### config.mk
export PLATFORM = sky130hd
export DESIGN_NAME = pconv_ctrl
export DESIGN_NICKNAME = d
export VERILOG_FILES = /design/src/rtl/pconv_pkg.sv /design/src/rtl/pconv_sync.sv /design/src/rtl/pconv_timer.sv /design/src/rtl/pconv_wdog.sv /design/src/rtl/pconv_ctrl.sv
export SDC_FILE = /design/constraint.sdc
export NUM_CORES = 1
export LEC_CHECK = 0
export ABC_AREA = 0
export ABC_CLOCK_PERIOD_IN_PS = 3000
export BUFFER_PORTS_ARGS = -buffer_cell sky130_fd_sc_hd__buf_2
export CAP_MARGIN = 40
export CORE_UTILIZATION = 43
export DETAILED_ROUTE_END_ITERATION = 12
export SKIP_LAST_GASP = 1
export SYNTH_ARGS = -nofsm -noshare
export SYNTH_HDL_FRONTEND = slang
export SYNTH_SLANG_ARGS = --single-unit
### constraint.sdc
create_clock -name clk -period 3 [get_ports clk]
set_input_delay 0.15 -clock clk [delete_from_list [all_inputs] [get_ports clk]]
set_output_delay 0.15 -clock clk [all_outputs]
set_load 0.02 [all_outputs]
### src/rtl/pconv_pkg.sv
package pconv_pkg;
    typedef enum logic [2:0] {
        ST_IDLE,
        ST_ARM,
        ST_CONV,
        ST_WAIT,
        ST_RDA,
        ST_RDB
    } pconv_st_e;
endpackage

### src/rtl/pconv_sync.sv
module pconv_sync #(
    parameter int STAGES    = 2,
    parameter bit RESET_VAL = 1'b1
) (
    input  logic clk,
    input  logic rst_n,
    input  logic in_i,
    output logic out_o
);
    logic [STAGES-1:0] sh_q, sh_d;

    always_comb begin
        sh_d = {sh_q[STAGES-2:0], in_i};
    end

    always_ff @(posedge clk or negedge rst_n) begin
        if (!rst_n) sh_q <= {STAGES{RESET_VAL}};
        else        sh_q <= sh_d;
    end

    assign out_o = sh_q[STAGES-1];
endmodule

### src/rtl/pconv_timer.sv
module pconv_timer #(
    parameter int W = 4
) (
    input  logic         clk,
    input  logic         rst_n,
    input  logic         load_i,
    input  logic [W-1:0] val_i,
    output logic         zero_o
);
    logic [W-1:0] cnt_q, cnt_d;

    always_comb begin
        cnt_d = cnt_q;
        if (load_i)            cnt_d = val_i;
        else if (cnt_q != '0)  cnt_d = cnt_q - 1'b1;
    end

    always_ff @(posedge clk or negedge rst_n) begin
        if (!rst_n) cnt_q <= '0;
        else        cnt_q <= cnt_d;
    end

    assign zero_o = (cnt_q == '0);


    hold_zero_chk: assert property (@(posedge clk) disable iff (!rst_n)
        (zero_o && !load_i) |=> zero_o);
endmodule

### src/rtl/pconv_wdog.sv
module pconv_wdog #(
    parameter int LIMIT = 1000
) (
    input  logic clk,
    input  logic rst_n,
    input  logic en_i,
    output logic expired_o
);
    localparam int W = $clog2(LIMIT + 1);
    localparam logic [W-1:0] LAST = W'(LIMIT - 1);

    logic [W-1:0] cnt_q, cnt_d;

    always_comb begin
        if (!en_i)              cnt_d = '0;
        else if (cnt_q == LAST) cnt_d = cnt_q;
        else                    cnt_d = cnt_q + 1'b1;
    end

    always_ff @(posedge clk or negedge rst_n) begin
        if (!rst_n) cnt_q <= '0;
        else        cnt_q <= cnt_d;
    end

    assign expired_o = en_i && (cnt_q == LAST);


    wdog_fresh_chk: assert property (@(posedge clk) disable iff (!rst_n)
        !$past(en_i) |-> !expired_o || (LIMIT == 1));
endmodule

### src/rtl/pconv_ctrl.sv
module pconv_ctrl
    import pconv_pkg::*;
#(
    parameter int DATA_W      = 16,
    parameter int STROBE_CYC  = 4,
    parameter int ACCESS_CYC  = 3,
    parameter int TIMEOUT_CYC = 2000,
    parameter int SYNC_STAGES = 2
) (
    input  logic              clk,
    input  logic              rst_n,
    input  logic              start_i,
    input  logic              byte_mode_i,
    input  logic              adc_busy_n_i,
    input  logic [DATA_W-1:0] adc_data_i,
    output logic              adc_cs_n_o,
    output logic              adc_rc_n_o,
    output logic              adc_bsel_o,
    output logic              busy_o,
    output logic              valid_o,
    output logic              timeout_o,
    output logic [DATA_W-1:0] data_o
);
    localparam int BYTE_W = DATA_W / 2;
    localparam int TMAX   = (STROBE_CYC > ACCESS_CYC) ? STROBE_CYC : ACCESS_CYC;
    localparam int TW     = $clog2(TMAX + 1);

    typedef struct packed {
        pconv_st_e         st;
        logic              cs_n;
        logic              rc_n;
        logic              bsel;
        logic              bmode;
        logic              seen_low;
        logic              busy;
        logic              valid;
        logic              tout;
        logic [BYTE_W-1:0] hi;
        logic [DATA_W-1:0] data;
    } regs_t;

    localparam regs_t REGS_RST = '{st: ST_IDLE, cs_n: 1'b1, rc_n: 1'b1, bsel: 1'b0,
                                   bmode: 1'b0, seen_low: 1'b0, busy: 1'b0,
                                   valid: 1'b0, tout: 1'b0, hi: '0, data: '0};

    regs_t r_q, r_d;
    logic  busy_s;
    logic  t_load, t_zero, wd_exp, sample;
    logic [TW-1:0] t_val;

    pconv_sync #(.STAGES(SYNC_STAGES), .RESET_VAL(1'b1)) busy_sync_i (
        .clk(clk), .rst_n(rst_n), .in_i(adc_busy_n_i), .out_o(busy_s));

    pconv_timer #(.W(TW)) phase_tmr_i (
        .clk(clk), .rst_n(rst_n), .load_i(t_load), .val_i(t_val), .zero_o(t_zero));

    pconv_wdog #(.LIMIT(TIMEOUT_CYC)) busy_wdog_i (
        .clk(clk), .rst_n(rst_n), .en_i(r_q.st == ST_WAIT), .expired_o(wd_exp));

    always_comb begin
        r_d       = r_q;
        r_d.valid = 1'b0;
        r_d.tout  = 1'b0;
        t_load    = 1'b0;
        t_val     = '0;
        sample    = 1'b0;
        case (r_q.st)
            ST_IDLE: begin
                if (start_i) begin
                    r_d.st       = ST_ARM;
                    r_d.bmode    = byte_mode_i;
                    r_d.seen_low = 1'b0;
                end
            end
            ST_ARM: begin
                r_d.st = ST_CONV;
                t_load = 1'b1;
                t_val  = TW'(STROBE_CYC - 1);
            end
            ST_CONV: begin
                if (!busy_s) r_d.seen_low = 1'b1;
                if (t_zero)  r_d.st = ST_WAIT;
            end
            ST_WAIT: begin
                if (!busy_s) r_d.seen_low = 1'b1;
                if (r_q.seen_low && busy_s) begin
                    r_d.st = ST_RDA;
                    t_load = 1'b1;
                    t_val  = TW'(ACCESS_CYC - 1);
                end else if (wd_exp) begin
                    r_d.st   = ST_IDLE;
                    r_d.tout = 1'b1;
                end
            end
            ST_RDA: begin
                if (t_zero) begin
                    sample = 1'b1;
                    if (r_q.bmode) begin
                        r_d.hi = adc_data_i[BYTE_W-1:0];
                        r_d.st = ST_RDB;
                        t_load = 1'b1;
                        t_val  = TW'(ACCESS_CYC - 1);
                    end else begin
                        r_d.data  = adc_data_i;
                        r_d.valid = 1'b1;
                        r_d.st    = ST_IDLE;
                    end
                end
            end
            ST_RDB: begin
                if (t_zero) begin
                    sample    = 1'b1;
                    r_d.data  = {r_q.hi, adc_data_i[BYTE_W-1:0]};
                    r_d.valid = 1'b1;
                    r_d.st    = ST_IDLE;
                end
            end
            default: r_d.st = ST_IDLE;
        endcase
        r_d.cs_n = !(r_d.st inside {ST_CONV, ST_RDA, ST_RDB});
        r_d.rc_n = !(r_d.st inside {ST_ARM, ST_CONV});
        r_d.bsel = (r_d.st == ST_RDA) && r_d.bmode;
        r_d.busy = (r_d.st != ST_IDLE);
    end

    always_ff @(posedge clk or negedge rst_n) begin
        if (!rst_n) r_q <= REGS_RST;
        else        r_q <= r_d;
    end

    assign adc_cs_n_o = r_q.cs_n;
    assign adc_rc_n_o = r_q.rc_n;
    assign adc_bsel_o = r_q.bsel;
    assign busy_o     = r_q.busy;
    assign valid_o    = r_q.valid;
    assign timeout_o  = r_q.tout;
    assign data_o     = r_q.data;


    idle_release_chk: assert property (@(posedge clk) disable iff (!rst_n)
        !busy_o |-> (adc_cs_n_o && adc_rc_n_o));

    valid_pulse_chk: assert property (@(posedge clk) disable iff (!rst_n)
        valid_o |=> !valid_o);

    tout_exclusive_chk: assert property (@(posedge clk) disable iff (!rst_n)
        timeout_o |-> (!valid_o && !busy_o));

    sample_window_chk: assert property (@(posedge clk) disable iff (!rst_n)
        sample |-> (!adc_cs_n_o && adc_rc_n_o));

    conv_order_chk: assert property (@(posedge clk) disable iff (!rst_n)
        $fell(adc_rc_n_o) |-> adc_cs_n_o);

    bsel_read_chk: assert property (@(posedge clk) disable iff (!rst_n)
        adc_bsel_o |-> (!adc_cs_n_o && adc_rc_n_o));

    start_ignore_chk: assert property (@(posedge clk) disable iff (!rst_n)
        (busy_o && start_i && !valid_o && !timeout_o) |=> busy_o || valid_o || timeout_o);
endmodule

==> impl_metrics.tcl <==
set metrics [dict create \
    grt.overflow.total 0 \
    fin_area_um2 2650 \
    path_clk_slew_ns 0.10 \
    max-vdd-ir-drop_mv 0.494 \
    grt_pass1_wl_um 6990 \
    synth.top_cells.by_count "dfrtp_1 (47), nand2_1 (20), mux2_2 (17)" \
    num_io_pins 43 \
    rsz0062_at_grt "false" \
    r2r_cells 5 \
    synth.top_cell.area_share_pct 49.6 \
    fp.dieH_um 76.2 \
    worst_setup_path_end_kind "flop" \
    finalNetCount 255 \
    slowest_delay_ns 0.56 \
    hp-start "byte_mode_i" \
    total_power_mw 2.38 \
    wl_um 4010 \
    grt_max_degree 34 \
    worstHoldPathCells 2 \
    synth_edf_count 0 \
    io_buffers 42 \
    path_cells "inv_1 -> ha_1 -> nor2b_1 -> nand4_1 -> mux2_2" \
    worst_pin_slew_ns 0.729 \
    grt_pass1_vias 1522 \
    cts-root-buf "clkbuf_8" \
    clk_latency_ns 0.31 \
    drive_gt1_share_pct 35.3 \
    setup_violations 0 \
    initial_core_util_pct 45.5 \
    antenna_found_initial 0 \
    fmax_mhz 449 \
    fin_worst_skew_ns 0.00741 \
    p_leak_nw 1.25 \
    cts_tree "done" \
    grt_util_all_layers_pct 15.2 \
    path_max_fanout 11 \
    synth.most_common_cell "dfrtp_1" \
    worstReg2RegEnd "r_q[23]" \
    fin_tns_setup_ns 0 \
    core_area_um2 5200 \
    hpwl_um 2830 \
    dr_total_vias 1498 \
    status "finished, final reports clean" \
    ant_nets 0 \
    synth_area_leaders "dfrtp_1 (50%), mux2_2 (8.1%), buf_4 (5.1%)" \
    syn_inst 202 \
    place_inst 292 \
    hold_end "r_q[28]" \
    syn-cell-area_um2 2370 \
    syn_nets 226 \
    yosysWarnings 0 \
    cts-hold-fix-buffers 2 \
    hold_path_class "in2reg" \
    cts_repair_resize_count 0 \
    utilization_pct 50.8 \
    synth-main-ff-cell "dfrtp_1" \
    ys_ff_latch 51 \
    clockBufferDepth 2 \
    clock_sinks 51 \
    critical_path_buf_inv_count 1 \
    timing.rr.start "phase_tmr_i.cnt_q[0]" \
    crit_path_start_kind "flop" \
    drc_errors 0 \
    htree_levels 2 \
    num_rows 26 \
    fin_cells 302 \
    ys_seq_area_share_pct 54.1 \
    dpl_cell_area_um2 2510 \
    layout_min_cycle_time_ns 2.23 \
    yosysUniqueCellTypes 47 \
    worst-setup-path-type "reg2reg" \
    relSlewSlack_pct 51.4 \
    wire_per_inst_um 13.3 \
    cts_buffers 5 \
    drv_slew 0 \
    place_congestion 0.746 \
    drv_cap 0 \
    avgSynthCellArea_um2 11.7 \
    cts_setup_buffers 0 \
    die_x_um 76.2 \
    drt-pass1-iter-count 4 \
    r2r_slack_ns 0.77 \
    drtIter0Drc 69 \
    hold_violations 0 \
    fill_cells 484 \
    via_per_inst 4.96 \
    ys_async_sr_fraction_pct 100 \
    crit_arrival_ns 2.42 \
    critPathSlowestCell "nand4_1" \
    die-area_um2 5810 \
    antenna-diode-count 0 \
    cp.required_ns 3.20 \
    area_growth_pct 11.6 \
    critical-path-top-delay-family "simple AND/OR/NAND/NOR gates" \
    powerDensity_nw_per_um2 900 \
    synth_top_cell_by_area "dfrtp_1" \
    min_period_over_period_pct 74.2 \
]
==> cell usage in the layout, fill, tap and decap left out, types with 2 or more instances in the layout <==
master,netlist,final
dfrtp_1,47,47
buf_2,2,42
nand2_1,20,20
mux2_2,17,17
nor2_1,12,12
o21ai_0,11,11
mux2i_1,10,10
a31oi_1,6,6
inv_1,5,5
xnor2_1,5,5
clkbuf_8,0,5
dfstp_2,4,4
nand4_1,3,3
ha_1,3,3
or3_1,2,2
nand2b_1,2,2
and4_1,2,2
nor3_1,2,2
xor2_1,2,2
a21oi_1,2,2
dlygate4sd3_1,0,2
==> worst max path at each step <==
stage	from	endpoint	slack [ns]	depth (start not counted)
floorplan	phase_tmr_i.cnt_q[0]	data_o[5]	1.36	7
global placement	phase_tmr_i.cnt_q[0]	r_q[17]	0.89	5
detailed placement	phase_tmr_i.cnt_q[0]	r_q[22]	0.80	5
CTS	phase_tmr_i.cnt_q[0]	r_q[23]	0.77	5
global route	phase_tmr_i.cnt_q[0]	r_q[23]	0.63	5
finish	phase_tmr_i.cnt_q[0]	r_q[23]	0.77	5
==> cell families after synthesis <==
logic type	share of synthesized area, %
mux	12.3
fa+ha+maj	1.58
buf+inv	7.76
xor+xnor	2.59
simple gates	13.8
flops	54.1
compound gates	7.92
==> per-layer routing <==
metal  wire length, µm  global-route usage [%]
met5                 0                       0
met4                44                    5.96
met3               192                    4.43
met2              1880                    24.2
met1              1900                    19.6
==> cell type report <==
| class | count | area, µm² | share of cell area [%] |
|---|---|---|---|
| Inverter | 5 | 18.8 | 0.710 |
| Multi-Input combinational cell | 123 | 905 | 34.2 |
| Tap cell | 70 | 87.6 | 3.31 |
| Timing Repair Buffer | 45 | 238 | 8.99 |
| Clock inverter | 3 | 46.3 | 1.75 |
| Sequential cell | 51 | 1280 | 48.4 |
| Clock buffer | 5 | 68.8 | 2.60 |
==> per-stage QoR <==
stage / hold WS, ns / setup slack [ns]
after floorplan: -0.146 / 1.36
after global placement: 0.252 / 0.886
after detailed placement: 0.257 / 0.803
after CTS: 0.0699 / 0.774
after global routing: 0.0648 / 0.630
final: 0.0812 / 0.773
==> worst register-to-register path: cells and delay by family (launching register included) <==
family / cells / cell delay, ns
DFF: 1 / 0.40
buffers and inverters: 1 / 0.09
adders and majority gates: 1 / 0.18
and+or+nand+nor: 2 / 0.99
muxes: 1 / 0.46
==> flip-flops by register name (all words and copies together) (netlist names) <==
register,count
busy_wdog_i.cnt_q,11
adc_cs_n_o,1
adc_bsel_o,1
timeout_o,1
adc_rc_n_o,1
phase_tmr_i.cnt_q,3
busy_o,1
data_o,16
r_q,13
busy_sync_i.sh_q,2
valid_o,1
==> power breakdown <==
part | switching [mW] | internal [mW]
sequential | 0.144 | 0.925
combinational | 0.470 | 0.350
clock | 0.240 | 0.251
Note: power is estimated with default switching activity, not from simulation.
